===== config.mk =====
export PLATFORM = sky130hd
export DESIGN_NAME = mcyc_ctrl
export DESIGN_NICKNAME = d
export VERILOG_FILES = /design/src/rtl/mcyc_ctrl_pkg.sv /design/src/rtl/mcyc_ctrl_nxt.sv /design/src/rtl/mcyc_ctrl_dec.sv /design/src/rtl/mcyc_ctrl.sv
export SDC_FILE = /design/constraint.sdc
export NUM_CORES = 1
export LEC_CHECK = 0
export CAP_MARGIN = 40
export CORE_AREA = 3 3 40 42
export DETAILED_ROUTE_END_ITERATION = 12
export DIE_AREA = 0 0 43 45
export GPL_TIMING_DRIVEN = 0
export PLACE_DENSITY = 0.73
export SLEW_MARGIN = 20
export SYNTH_ARGS = -nofsm -noshare
export SYNTH_HDL_FRONTEND = slang
export SYNTH_SLANG_ARGS = --single-unit

===== constraint.sdc =====
create_clock -name clk_i -period 3.14 [get_ports clk_i]
set_clock_uncertainty 0.05 [all_clocks]
set_input_delay 0.628 -clock clk_i [delete_from_list [all_inputs] [get_ports clk_i]]
set_output_delay 0.628 -clock clk_i [all_outputs]
set_load 0.05 [all_outputs]

===== src/rtl/mcyc_ctrl_pkg.sv =====
package mcyc_ctrl_pkg;
  localparam int unsigned OP_W    = 4;
  localparam int unsigned ALU_W   = 3;
  localparam int unsigned SEL_W   = 2;
  localparam int unsigned STATE_W = 4;

  typedef enum logic [STATE_W-1:0] {
    ST_FETCH  = 4'd0,
    ST_DECODE = 4'd1,
    ST_MADDR  = 4'd2,
    ST_MRD    = 4'd3,
    ST_LDWB   = 4'd4,
    ST_MWR    = 4'd5,
    ST_REXEC  = 4'd6,
    ST_RWB    = 4'd7,
    ST_BRN    = 4'd8,
    ST_JMP    = 4'd9,
    ST_IEXEC  = 4'd10,
    ST_IWB    = 4'd11,
    ST_HALT   = 4'd12
  } state_e;

  localparam logic [OP_W-1:0] OP_ADD  = 4'b0000;
  localparam logic [OP_W-1:0] OP_AND  = 4'b0001;
  localparam logic [OP_W-1:0] OP_OR   = 4'b0010;
  localparam logic [OP_W-1:0] OP_SUB  = 4'b0011;
  localparam logic [OP_W-1:0] OP_NOT  = 4'b0100;
  localparam logic [OP_W-1:0] OP_XOR  = 4'b0101;
  localparam logic [OP_W-1:0] OP_LD   = 4'b0110;
  localparam logic [OP_W-1:0] OP_ST   = 4'b0111;
  localparam logic [OP_W-1:0] OP_ADDI = 4'b1000;
  localparam logic [OP_W-1:0] OP_ANDI = 4'b1001;
  localparam logic [OP_W-1:0] OP_ORI  = 4'b1010;
  localparam logic [OP_W-1:0] OP_BEQ  = 4'b1011;
  localparam logic [OP_W-1:0] OP_HLT  = 4'b1100;
  localparam logic [OP_W-1:0] OP_JMP  = 4'b1101;
  localparam logic [OP_W-1:0] OP_SLT  = 4'b1110;
  localparam logic [OP_W-1:0] OP_JAL  = 4'b1111;

  localparam logic [ALU_W-1:0] ALU_ADD = 3'b000;
  localparam logic [ALU_W-1:0] ALU_SUB = 3'b011;

  localparam logic [SEL_W-1:0] B_REG  = 2'b00;
  localparam logic [SEL_W-1:0] B_FOUR = 2'b01;
  localparam logic [SEL_W-1:0] B_IMM  = 2'b10;

  localparam logic [SEL_W-1:0] PC_ALU = 2'b00;
  localparam logic [SEL_W-1:0] PC_OUT = 2'b01;
  localparam logic [SEL_W-1:0] PC_TGT = 2'b10;

  typedef struct packed {
    logic             pc_wr;
    logic             pc_wr_cond;
    logic             addr_sel;
    logic             mem_wr;
    logic             ir_wr;
    logic             dst_sel;
    logic             reg_wr;
    logic             wb_sel;
    logic             alu_a_sel;
    logic [SEL_W-1:0] alu_b_sel;
    logic [ALU_W-1:0] alu_op;
    logic [SEL_W-1:0] pc_src;
  } ctrl_t;
endpackage


===== src/rtl/mcyc_ctrl_nxt.sv =====
module mcyc_ctrl_nxt
  import mcyc_ctrl_pkg::*;
(
  input  state_e          state_i,
  input  logic [OP_W-1:0] opcode_i,
  output state_e          state_o
);
  always_comb begin
    unique case (state_i)
      ST_FETCH:  state_o = ST_DECODE;
      ST_DECODE: begin
        unique case (opcode_i)
          OP_LD, OP_ST:            state_o = ST_MADDR;
          OP_ADDI, OP_ANDI, OP_ORI: state_o = ST_IEXEC;
          OP_BEQ:                  state_o = ST_BRN;
          OP_JMP, OP_JAL:          state_o = ST_JMP;
          OP_HLT:                  state_o = ST_HALT;
          default:                 state_o = ST_REXEC;
        endcase
      end
      ST_MADDR:  state_o = (opcode_i == OP_ST) ? ST_MWR : ST_MRD;
      ST_MRD:    state_o = ST_LDWB;
      ST_REXEC:  state_o = ST_RWB;
      ST_IEXEC:  state_o = ST_IWB;
      ST_HALT:   state_o = ST_HALT;
      default:   state_o = ST_FETCH;
    endcase
  end
endmodule


===== src/rtl/mcyc_ctrl_dec.sv =====
module mcyc_ctrl_dec
  import mcyc_ctrl_pkg::*;
(
  input  state_e           state_i,
  input  logic [ALU_W-1:0] alu_fn_i,
  output ctrl_t            ctrl_o
);
  always_comb begin
    ctrl_o = '0;
    unique case (state_i)
      ST_FETCH: begin
        ctrl_o.ir_wr     = 1'b1;
        ctrl_o.pc_wr     = 1'b1;
        ctrl_o.alu_b_sel = B_FOUR;
        ctrl_o.alu_op    = ALU_ADD;
        ctrl_o.pc_src    = PC_ALU;
      end
      ST_DECODE: ctrl_o.alu_b_sel = B_IMM;
      ST_MADDR: begin
        ctrl_o.alu_a_sel = 1'b1;
        ctrl_o.alu_b_sel = B_IMM;
      end
      ST_MRD: ctrl_o.addr_sel = 1'b1;
      ST_LDWB: begin
        ctrl_o.reg_wr = 1'b1;
        ctrl_o.wb_sel = 1'b1;
      end
      ST_MWR: begin
        ctrl_o.mem_wr   = 1'b1;
        ctrl_o.addr_sel = 1'b1;
      end
      ST_REXEC: begin
        ctrl_o.alu_a_sel = 1'b1;
        ctrl_o.alu_b_sel = B_REG;
        ctrl_o.alu_op    = alu_fn_i;
      end
      ST_RWB: begin
        ctrl_o.reg_wr  = 1'b1;
        ctrl_o.dst_sel = 1'b1;
      end
      ST_BRN: begin
        ctrl_o.alu_a_sel  = 1'b1;
        ctrl_o.alu_op     = ALU_SUB;
        ctrl_o.pc_wr_cond = 1'b1;
        ctrl_o.pc_src     = PC_OUT;
      end
      ST_JMP: begin
        ctrl_o.pc_wr  = 1'b1;
        ctrl_o.pc_src = PC_TGT;
      end
      ST_IEXEC: begin
        ctrl_o.alu_a_sel = 1'b1;
        ctrl_o.alu_b_sel = B_IMM;
        ctrl_o.alu_op    = alu_fn_i;
      end
      ST_IWB: ctrl_o.reg_wr = 1'b1;
      default: ctrl_o = '0;
    endcase
  end
endmodule


===== src/rtl/mcyc_ctrl.sv =====
module mcyc_ctrl
  import mcyc_ctrl_pkg::*;
(
  input  logic               clk_i,
  input  logic               rst_ni,
  input  logic [OP_W-1:0]    opcode_i,
  output logic [STATE_W-1:0] state_o,
  output logic               pc_wr_o,
  output logic               pc_wr_cond_o,
  output logic               addr_sel_o,
  output logic               mem_wr_o,
  output logic               ir_wr_o,
  output logic               dst_sel_o,
  output logic               reg_wr_o,
  output logic               wb_sel_o,
  output logic               alu_a_sel_o,
  output logic [SEL_W-1:0]   alu_b_sel_o,
  output logic [ALU_W-1:0]   alu_op_o,
  output logic [SEL_W-1:0]   pc_src_o
);
  state_e state_q, state_d;
  ctrl_t  ctrl;

  mcyc_ctrl_nxt u_nxt (
    .state_i  (state_q),
    .opcode_i (opcode_i),
    .state_o  (state_d)
  );

  mcyc_ctrl_dec u_dec (
    .state_i  (state_q),
    .alu_fn_i (opcode_i[ALU_W-1:0]),
    .ctrl_o   (ctrl)
  );

  always_ff @(posedge clk_i or negedge rst_ni) begin
    if (!rst_ni) state_q <= ST_FETCH;
    else         state_q <= state_d;
  end

  assign state_o      = state_q;
  assign pc_wr_o      = ctrl.pc_wr;
  assign pc_wr_cond_o = ctrl.pc_wr_cond;
  assign addr_sel_o   = ctrl.addr_sel;
  assign mem_wr_o     = ctrl.mem_wr;
  assign ir_wr_o      = ctrl.ir_wr;
  assign dst_sel_o    = ctrl.dst_sel;
  assign reg_wr_o     = ctrl.reg_wr;
  assign wb_sel_o     = ctrl.wb_sel;
  assign alu_a_sel_o  = ctrl.alu_a_sel;
  assign alu_b_sel_o  = ctrl.alu_b_sel;
  assign alu_op_o     = ctrl.alu_op;
  assign pc_src_o     = ctrl.pc_src;
endmodule


==> impl_results.md <==
- Reg2reg setup slack: 1.87 ns
- Post-CTS Setup Bufs: 0
- Gp weighted congestion: 0.794
- Setup TNS Final: 0 ns
- WL per Instance: 12.3 um
- Placed cell count: 102
- Top FF cell, synth: dfrtp_1
- Worst-path clk slew: 0.05 ns
- Final hold slack: about 0.53 ns
- Max FFs per register: 4
- Die Span X: 43 um
- Synth top cells by count: 10 x nor2_1, 5 x a21oi_1, 5 x buf_4, 5 x nand2_1, 4 x dfrtp_1
- Pin count of the biggest net entering global routing: 11
- Clk_lat worst skew: 0.25 ns
- Die Height: 45 um
- Hold-fix buffers, CTS: 0
- Met1 Wirelength: 545 um
- Root Driver: clkbuf_4
- Total track usage: 15.1%
- Initial antenna violation count: 0
- CP most frequent cell: clkdlybuf4s50_1
- Top-count cell post-synth: nor2_1
- Setup Viol. Count Final: 0
- Worst endpoint required time: 2.46 ns
- Gate Count Post-Synth: 62
- DR vias/cell: between 5 and 6
- Final #Nets: 98
- Filler cell count: about 140
- Asr flop ratio synth: 100%
- Ratio of cells with drive above 1 in the final layout: 21.1%
- Initial DRC count: 8
- Synth top area share: between 20 and 25%
- Highest clock rate: 345 MHz
- I/O pins: 26
- Drt drc: 0
- Syn Area/Cell: ~7.3 um2
- CP startpoint kind: primary input
- Met2 WL: 657 um
- IO Port Bufs: 25
- Area of the die: 0.00194 mm2
- Post-synth EDFFs: 0
- Slew Limit Fails: 0
- Layout Area Growth over Synthesis: 66.5%
- Post-layout util: 59.0%
- Highest metal used: met4
- Cell Chain, Critical Path: clkdlybuf4s50_1, and3_2, clkdlybuf4s50_1
- Critical path class: in -> out
- Clk buf depth: 2
- Routed wire length: 1300 um
- Final period util: between 90 and 100%
- Hold WC Path Type: in -> async
- Core area: 0.00128 mm2
- Post-synthesis sequential area ratio: approximately 22%
- Worst Path Max Fanout: 6
- CTS resizes: 0
- Clk sinks: 4
- Status: complete, no violations
- # diodes: 0
- ANT nets after route: 0
- Largest area contributor in the netlist: dfrtp_1
- Rows: 13
- Synth warn: 0
- Crit path time final: 2.90 ns
- Max_slew headroom: 66.3%
- Max-cap viol count: 0
- Seq cells post-synth: 4
- Placed wire-length estimate: around 1000 um
- H-tree levels: 1
- Pre-antenna DRT Iters: 4
- Slowest stage delay, CP: 0.79 ns
- Slowest stage cell, crit path: clkdlybuf4s50_1
- WP data arrival: 2.22 ns
- Worst Setup End Kind: output port
- Unique masters post-synth: 30
- Mapped cell area: 455 um2
- Syn nets: between 60 and 70
- Worst-margin pin slew: 0.504 ns
- CTS tree: done
- Final Hold Viols: 0
- DR vias: roughly 540
- Initial Utilization: between 30% and 40%
- RSZ-0062 raised after global routing: false
- Total CTS buffers: 3
- Met3 Wirelength: 72 um
- Synth top area cells: dfrtp_1 22%, buf_4 8.2%, nor2_1 8.2%
- Total grt overflow: 0
- Vias in the first global route: between 400 and 500
- First-pass GRT wire length: around 2200 um
- Final Non-Filler Cells: 105
==> layout by cell type, fill, tap and decap left out, drive strengths merged <==
cell,netlist,layout
clkdlybuf4s50,0,25
nor2,10,10
buf,7,7
nand2,5,5
a21oi,5,5
dfrtp,4,4
nand2b,4,4
nor3,4,4
clkbuf,0,3
o211ai,3,3
inv,2,2
o21ai,2,2
a31o,2,2
nor4,1,1
and3b,1,1
and2,1,1
mux2,1,1
a21boi,1,1
nor2b,1,1
nand4,1,1
and3,1,1
xnor2,1,1
o31ai,1,1
o311ai,1,1
a211oi,1,1
xor2,1,1
nor3b,1,1
==> worst max-delay path: cells and delay by family <==
family,cells,cell delay (ns)
buffers and inverters,2,1.38
AND/OR/NAND/NOR,1,0.21
==> final timing paths <==
check / start / end / depth (start not counted)
worst min-delay path: rst_ni / state_o[3]$_DFF_PN0_ / 1
min in group clk_i: state_o[0]$_DFF_PN0_ / state_o[2]$_DFF_PN0_ / 2
max in group asynchronous: rst_ni / state_o[2]$_DFF_PN0_ / 1
worst min register to register: state_o[0]$_DFF_PN0_ / state_o[2]$_DFF_PN0_ / 2
worst max-delay path: opcode_i[2] / alu_op_o[2] / 3
worst max register to register: state_o[1]$_DFF_PN0_ / state_o[1]$_DFF_PN0_ / 4
==> routing by layer <==
metal / track usage (%) / vias up
met3: 1.59 / 2
met2: 24.0 / 20
met5: 0 / -
met4: 10.8 / 0
met1: 19.2 / 246
li1: - / 276
==> stage by stage <==
step	area [um2]	setup WS [ns]
2_1_floorplan	467	0.0798
3_3_place_gp	736	0.258
3_5_place_dp	736	0.265
4_1_cts	758	0.261
5_1_grt	758	0.181
6_report	758	0.241
==> area by class of cell <==
cell class | instances | area (um2) | share of cell area (%)
well taps | 15 | 18.8 | 2.48
multi-input cells | 49 | 312 | 41.1
plain buffers | 7 | 47.5 | 6.27
inverters | 2 | 7.51 | 0.990
repair buffers | 25 | 250 | 33.0
flip-flops and latches | 4 | 100 | 13.2
clock buffers | 3 | 22.5 | 2.97
==> cell families (layout without fill, tap and decap cells) <==
group                     after synthesis  in the layout  share of synthesized area, %
and+or+nand+nor                        30             30                          35.2
buffers and inverters                   9             37                          12.1
AOI/OAI and AO/OA                      16             16                          24.5
xor gates and xnor gates                2              2                          3.85
muxes                                   1              1                          2.47
DFF                                     4              4                          22.0
Power is not shown: default switching activity piles up to over one toggle a cycle in this logic, so the estimate is an artifact.
